===== src/rtl/pic_pkg.sv =====
package pic_pkg;
  localparam int N_SLOT     = 4;
  localparam int N_SLOT_SRC = 3;
  localparam int CFG_W      = 18;

  typedef struct packed {
    logic       spread;
    logic       en;
    logic [2:0] lvl;
    logic [4:0] prom;
    logic [1:0] sel_d;
    logic [1:0] sel_c;
    logic [1:0] sel_b;
    logic [1:0] sel_a;
  } pic_cfg_t;

  localparam logic [2:0] A_CFG  = 3'd0;
  localparam logic [2:0] A_PEND = 3'd1;
  localparam logic [2:0] A_MASK = 3'd2;
  localparam logic [2:0] A_ISR  = 3'd3;
  localparam logic [2:0] A_VEC  = 3'd4;
endpackage


===== src/rtl/pic_cfg_regs.sv =====
module pic_cfg_regs
  import pic_pkg::*;
#(
  parameter int DW = 32
) (
  input  logic          clk,
  input  logic          rst,
  input  logic          wr_i,
  input  logic [DW-1:0] wdata_i,
  output pic_cfg_t      cfg_o
);
  always_ff @(posedge clk) begin
    if (rst)       cfg_o <= '0;
    else if (wr_i) cfg_o <= pic_cfg_t'(wdata_i[CFG_W-1:0]);
  end
endmodule


===== src/rtl/pic_rank.sv =====
module pic_rank
  import pic_pkg::*;
#(
  parameter int NSRC = 16,
  parameter int GAP  = 3,
  parameter int RW   = 5,
  localparam int KW  = RW + 1
) (
  input  pic_cfg_t        cfg_i,
  output logic [KW-1:0]   key_o    [NSRC],
  output logic [NSRC-1:0] mapped_o
);
  logic [1:0] sel [N_SLOT];
  assign sel[0] = cfg_i.sel_a;
  assign sel[1] = cfg_i.sel_b;
  assign sel[2] = cfg_i.sel_c;
  assign sel[3] = cfg_i.sel_d;

  int   r;
  int   k;
  int   grp;
  logic m;

  always_comb begin
    r = 0; k = 0; grp = 0; m = 1'b0;
    for (int i = 0; i < NSRC; i++) begin
      r = 0;
      if (i < N_SLOT_SRC) begin
        m = 1'b0;
        // scan from the lowest slot up so the highest-priority slot wins
        for (int s = N_SLOT - 1; s >= 0; s--) begin
          if (sel[s] == 2'(i)) begin
            m = 1'b1;
            r = cfg_i.spread ? s * (GAP + 1) : s;
          end
        end
      end else begin
        m   = 1'b1;
        k   = i - N_SLOT_SRC;
        grp = (k / GAP > N_SLOT - 1) ? N_SLOT - 1 : k / GAP;
        r   = cfg_i.spread ? k + 1 + grp : N_SLOT + k;
      end
      mapped_o[i] = m;
      key_o[i]    = {(cfg_i.prom != 5'(i)), RW'(r)};
    end
  end
endmodule


===== src/rtl/pic_arb.sv =====
module pic_arb #(
  parameter int NSRC = 16,
  parameter int KW   = 6,
  localparam int IW  = $clog2(NSRC)
) (
  input  logic [NSRC-1:0] elig_i,
  input  logic [NSRC-1:0] isr_i,
  input  logic [KW-1:0]   key_i [NSRC],
  output logic            win_valid_o,
  output logic [IW-1:0]   win_idx_o
);
  logic          found;
  logic          isr_any;
  logic [KW-1:0] best;
  logic [KW-1:0] isr_key;

  always_comb begin
    found = 1'b0; isr_any = 1'b0;
    best = '1; isr_key = '1; win_idx_o = '0;
    for (int i = 0; i < NSRC; i++) begin
      if (elig_i[i] && (!found || key_i[i] < best)) begin
        found = 1'b1; best = key_i[i]; win_idx_o = IW'(i);
      end
      if (isr_i[i] && (!isr_any || key_i[i] < isr_key)) begin
        isr_any = 1'b1; isr_key = key_i[i];
      end
    end
    win_valid_o = found && (!isr_any || best < isr_key);
  end
endmodule


===== src/rtl/prio_intc.sv =====
module prio_intc
  import pic_pkg::*;
#(
  parameter int NSRC  = 16,
  parameter int GAP   = 3,
  parameter int VEC_W = 5,
  parameter int LVL_W = 3,
  parameter int AW    = 3,
  parameter int DW    = 32,
  localparam int NLVL = 1 << LVL_W
) (
  input  logic             clk,
  input  logic             rst,
  input  logic [NSRC-1:0]  src_req_i,
  input  logic [AW-1:0]    bus_addr_i,
  input  logic             bus_wr_i,
  input  logic [DW-1:0]    bus_wdata_i,
  output logic [DW-1:0]    bus_rdata_o,
  input  logic             iack_i,
  output logic [VEC_W-1:0] vec_o,
  output logic [NLVL-1:0]  irq_o
);
  localparam int IW   = $clog2(NSRC);
  localparam int RMAX = (NSRC > 3 * (GAP + 1)) ? NSRC : 3 * (GAP + 1);
  localparam int RW   = $clog2(RMAX + 1);
  localparam int KW   = RW + 1;
  localparam logic [VEC_W-1:0] ERR_VEC = '1;

  pic_cfg_t         cfg;
  logic [NSRC-1:0]  pend_r, mask_r, isr_r, mapped, elig;
  logic [KW-1:0]    key [NSRC];
  logic             win_valid;
  logic [IW-1:0]    win_idx;
  logic [VEC_W-1:0] vec_r;
  logic [NLVL-1:0]  irq_r;
  logic [NSRC-1:0]  pend_w1c, isr_w1c, ack_hit;

  pic_cfg_regs #(.DW(DW)) u_cfg (
    .clk(clk), .rst(rst),
    .wr_i(bus_wr_i && bus_addr_i == AW'(A_CFG)),
    .wdata_i(bus_wdata_i), .cfg_o(cfg)
  );

  pic_rank #(.NSRC(NSRC), .GAP(GAP), .RW(RW)) u_rank (
    .cfg_i(cfg), .key_o(key), .mapped_o(mapped)
  );

  assign elig = pend_r & mask_r & mapped;

  pic_arb #(.NSRC(NSRC), .KW(KW)) u_arb (
    .elig_i(elig), .isr_i(isr_r), .key_i(key),
    .win_valid_o(win_valid), .win_idx_o(win_idx)
  );

  assign pend_w1c = (bus_wr_i && bus_addr_i == AW'(A_PEND)) ? bus_wdata_i[NSRC-1:0] : '0;
  assign isr_w1c  = (bus_wr_i && bus_addr_i == AW'(A_ISR))  ? bus_wdata_i[NSRC-1:0] : '0;
  assign ack_hit  = (iack_i && win_valid) ? (NSRC'(1) << win_idx) : '0;

  always_ff @(posedge clk) begin
    if (rst) begin
      pend_r <= '0;
      mask_r <= '0;
      isr_r  <= '0;
      vec_r  <= '0;
      irq_r  <= '0;
    end else begin
      pend_r <= (pend_r & ~pend_w1c & ~ack_hit) | src_req_i;
      isr_r  <= (isr_r & ~isr_w1c) | ack_hit;
      if (bus_wr_i && bus_addr_i == AW'(A_MASK)) mask_r <= bus_wdata_i[NSRC-1:0];
      if (iack_i) vec_r <= win_valid ? VEC_W'(win_idx) : ERR_VEC;
      irq_r <= (cfg.en && win_valid) ? (NLVL'(1) << cfg.lvl) : '0;
    end
  end

  always_ff @(posedge clk) begin
    if (rst) bus_rdata_o <= '0;
    else begin
      case (bus_addr_i)
        AW'(A_CFG):  bus_rdata_o <= DW'(cfg);
        AW'(A_PEND): bus_rdata_o <= DW'(pend_r);
        AW'(A_MASK): bus_rdata_o <= DW'(mask_r);
        AW'(A_ISR):  bus_rdata_o <= DW'(isr_r);
        AW'(A_VEC):  bus_rdata_o <= DW'(vec_r);
        default:     bus_rdata_o <= '0;
      endcase
    end
  end

  assign vec_o = vec_r;
  assign irq_o = irq_r;

  assert_pend_set_R1: assert property (@(posedge clk) disable iff (rst)
    (|src_req_i) |=> ((pend_r & $past(src_req_i)) == $past(src_req_i)));
  assert_win_unmasked_R2: assert property (@(posedge clk) disable iff (rst)
    win_valid |-> (pend_r[win_idx] && mask_r[win_idx]));
  assert_irq_onehot_R7: assert property (@(posedge clk) disable iff (rst)
    $onehot0(irq_r));
  assert_irq_off_R7: assert property (@(posedge clk) disable iff (rst)
    !cfg.en |=> (irq_r == '0));
  assert_isr_set_R8: assert property (@(posedge clk) disable iff (rst)
    (iack_i && win_valid) |=> isr_r[$past(win_idx)]);
  assert_err_vec_R9: assert property (@(posedge clk) disable iff (rst)
    (iack_i && !win_valid) |=> (vec_r == ERR_VEC));
  assert_rsvd_zero_R11: assert property (@(posedge clk) disable iff (rst)
    ($past(bus_addr_i) == AW'(A_CFG)) |-> (bus_rdata_o[DW-1:CFG_W] == '0));
endmodule


===== config.mk =====
export PLATFORM = sky130hd
export DESIGN_NAME = prio_intc
export DESIGN_NICKNAME = d
export VERILOG_FILES = /design/src/rtl/pic_pkg.sv /design/src/rtl/pic_cfg_regs.sv /design/src/rtl/pic_rank.sv /design/src/rtl/pic_arb.sv /design/src/rtl/prio_intc.sv
export SDC_FILE = /design/constraint.sdc
export NUM_CORES = 1
export LEC_CHECK = 0
export ABC_CLOCK_PERIOD_IN_PS = 68300
export CORE_MARGIN = 2
export CORE_UTILIZATION = 35
export CTS_BUF_LIST = sky130_fd_sc_hd__clkbuf_16
export DETAILED_ROUTE_END_ITERATION = 16
export GPL_ROUTABILITY_DRIVEN = 1
export HOLD_SLACK_MARGIN = 0.08
export PLACE_DENSITY_LB_ADDON = 0.25
export SYNTH_ARGS = -nofsm -noshare
export SYNTH_HDL_FRONTEND = slang
export SYNTH_SLANG_ARGS = --single-unit

===== constraint.sdc =====
create_clock -name clk -period 68.3 [get_ports clk]
set_input_delay 20.49 -clock clk [delete_from_list [all_inputs] [get_ports clk]]
set_output_delay 20.49 -clock clk [all_outputs]
set_load 0.005 [all_outputs]

==> results.txt <==
- Final clock period utilization by the worst path: 38.5%
- In the final layout, the multi-input gates occupy 6950 um^2.
- Min Tclk post-route: 26,310 ps
* Cells after synthesis: 1,248
- For this run, the total global-route usage over all layers was measured as 22.4%.
- Count of synthesis-stage warnings from yosys: 0
- Power per unit of standard cell area: 13.5 nW/um^2
- Tightest slew margin relative to the limit: 31.3%
- H-tree levels: 3
- The synthesized netlist occupies a cell area of 9270 um^2.
* Launching element type of the critical path: flip-flop
* Antenna fix cells: 0
* VDD IR max: 13.7 uV
* Overall die height: 167 um
- First-iteration detailed-routing DRC count: 832
- Post-synth top flop: dfxtp_1
- First-pass GRT wire length: 50.3 mm
- DRC viols: 0
* Fillers: 2,756
- Sequential group share of total power: 42.4%
- Count of different cell masters after synthesis: 93
- The wire-length estimate of the detail-placed layout is 24.9 mm.
* Clock-pin slew on the worst setup and hold paths: 70 ps
* Final Hold Vio Count: 0
- The max-slew violation count is 0.
- Cell type with the highest aggregate area in the netlist: dfxtp_1
- For the worst-skew pair, the clock arrives at the later sink with an insertion delay of 350 ps.
- The initial antenna violation count is 0.
- Die Footprint: 27,800 um^2
- IO Pins: 100
- Most common cell type on the critical path: ha_1
- Number of enable flip-flop cells after synthesis: 0
* Slew at the pin closest to its max-slew limit: 1030 ps
- TritonCTS built the clock tree.
- The clock passes through at most 2 buffers.
- The tree built by TritonCTS fans out to 97 sinks.
* Biggest fanout along the worst timing path: 68
- Worst min path class: reg2reg
* Worst Path Required: 68,550 ps
- Leading cell types by total area after synthesis: dfxtp_1 21%, ha_1 9.6%, nand2_1 8.3%
- Port Buffer Count: 71
* Standard cell core area: 26,100 um^2
- The synthesized design contains 97 register bits.
- After clock tree synthesis, the setup repair step added 0 buffers.
- The congestion estimate from routability-driven global placement came to 0.916.
- Fin Setup TNS: 0 ps
- In this run the power spent charging and discharging nets is 45.6 uW.
- Routed WL: 32.3 mm
- Post-Layout Inst Area: 10,500 um^2
- Max-cap violations in this run came to 0.
- The net count of the finished layout is 1,422.
- The first detailed-routing pass took 6 iterations.
* Clock network power share: 32.7%
- After detailed routing, the number of vias per cell comes to 5.97.
- Vias in the first global route: 9,028
* TritonCTS Buffers: 9
* Via count: 9,765
- Highest clock frequency the design can meet: 38.0 MHz
- In this run the remaining antenna-violating nets after routing total 0.
- Cell at the root of the clock tree: clkbuf_16
- Setup repair after global routing missed its margin: false
- The critical path is of the reg2reg type.
* Final count of negative-setup-slack endpoints: 0
* Number of hold buffers added after CTS: 0
- Hold Worst Slack: 473 ps
- Slowest stage cell on the critical path: a31oi_1
* Internal Power: 96.8 uW
* Type of element capturing the critical path: flip-flop
- Area post-placement: 10,300 um^2
* Initial core utilization: 35.6%
- Comb pwr share: 24.9%
- Cells with a size suffix above 1 make up 7.76% of the layout.
* Async set-or-reset flop fraction in the synthesized netlist: 0%
* Wire length per cell after detailed routing: 19.7 um
- Row count: 59
* Part of the Yosys area used for sequential elements: 21.0%
- Leak: 0.00421 uW
- The total overflow left after global routing is 0.
- Area added between synthesis and finish: 13.5%
- Post-Syn Area per Cell: 7.42 um^2
* Footprint of the flip-flops and latches: 1940 um^2
- Area share of the leading cell type in the synthesized netlist: 21.0%
- Sw Share: 32.0%
- Worst path max stage delay: 630 ps
* Number of resized instances in the post-cts repair step: 0
- Entering global routing, the biggest net connects 84 pins.
* Most repeated cell in the gate-level netlist after synthesis: nand2_1
- Die boundary width: 167 um
* Data arrival time of the critical path: 26,550 ps
* Layout Skew: 9.28 ps
- Top cells by count, synth: 204 x nand2_1, 111 x a21oi_1, 105 x nor2_1, 97 x dfxtp_1, 71 x ha_1
* Result of the run: finished, final reports clean
## routing by layer
layer / GRT usage, % / wire length [um]
met4: 6.30 / 816
met5: 0 / 0
met2: 36.5 / 14900
met3: 2.54 / 1740
met1: 31.4 / 14800
## critical path, delay by kind of cell (launching register included)
| kind | cells | cell delay [ps] |
|---|---|---|
| AO/OA/AOI/OAI | 47 | 10490 |
| AND/OR/NAND/NOR | 35 | 7140 |
| adder cells (fa/ha/maj) | 16 | 4470 |
| multiplexers | 7 | 2250 |
| buffers and inverters | 8 | 1460 |
| flip-flops | 1 | 310 |
## cell families after synthesis
logic type,synth area share [%]
buffers and inverters,4.73
other,0.0405
AO/OA/AOI/OAI,30.8
multiplexers,6.04
AND/OR/NAND/NOR,27.8
adder cells (fa/ha/maj),9.59
flip-flops,21.0
## state kept, by name, indices dropped and copies added, names as in the netlist
name / flops
isr_r: 16
vec_o: 5
bus_rdata_o: 18
pend_r: 16
irq_o: 8
mask_r: 16
u_cfg.cfg_o: 18
## power groups by stage
stage                     combinational (uW)  clock [uW]  sequential [uW]
after detailed placement                34.9           0             61.6
after CTS                               35.1        47.0             60.3
after floorplan                         23.7           0             60.7
after global routing                    38.8        49.5             60.5
after global placement                  34.5           0             61.5
final                                   35.5        46.6             60.3
## worst paths after layout
kind                    from         to  slack, ps  cells after the start
max          u_cfg.cfg_o[17]   isr_r[1]      41990                    113
min reg2reg        mask_r[0]  mask_r[0]        470                      2
min                mask_r[0]  mask_r[0]        470                      2
max reg2reg  u_cfg.cfg_o[17]   isr_r[1]      41990                    113
## area by class of cell
cell class              instances  area share, %
inverters                      38           1.36
clock inverters                 7          0.357
repair buffers                 83           7.57
well taps                     335           3.99
multi-input cells            1067           66.1
clock buffers                   9           2.14
flip-flops and latches         97           18.5
## through the flow
step | power, uW | worst slack [ps] | std cells | util, %
6_report | 142 | 41990 | 1636 | 40.3
5_1_grt | 149 | 39920 | 1636 | 40.3
4_1_cts | 142 | 42460 | 1636 | 40.3
3_5_place_dp | 96.4 | 42550 | 1620 | 39.3
3_3_place_gp | 96.0 | 42720 | 1620 | 39.3
2_1_floorplan | 84.4 | 46140 | 1261 | -
## layout by cell type, fill, tap and decap left out, types with 14 or more instances in the layout
cell type | synthesis | final
dfxtp_1 | 97 | 96
nor4_1 | 14 | 14
and2_1 | 27 | 27
nand2_1 | 204 | 204
nor2_1 | 105 | 105
inv_1 | 38 | 39
clkdlybuf4s50_1 | 0 | 70
conb_1 | 1 | 14
a21o_1 | 29 | 29
nor3_1 | 26 | 24
nand3_1 | 28 | 28
ha_1 | 71 | 71
nand4_1 | 15 | 15
a21oi_1 | 111 | 111
o21ai_0 | 60 | 60
o21a_1 | 14 | 14
nor2b_1 | 16 | 16
a31oi_1 | 16 | 16
and3_1 | 18 | 18
nand2b_1 | 26 | 26
Note: power is estimated with default switching activity, not from simulation.
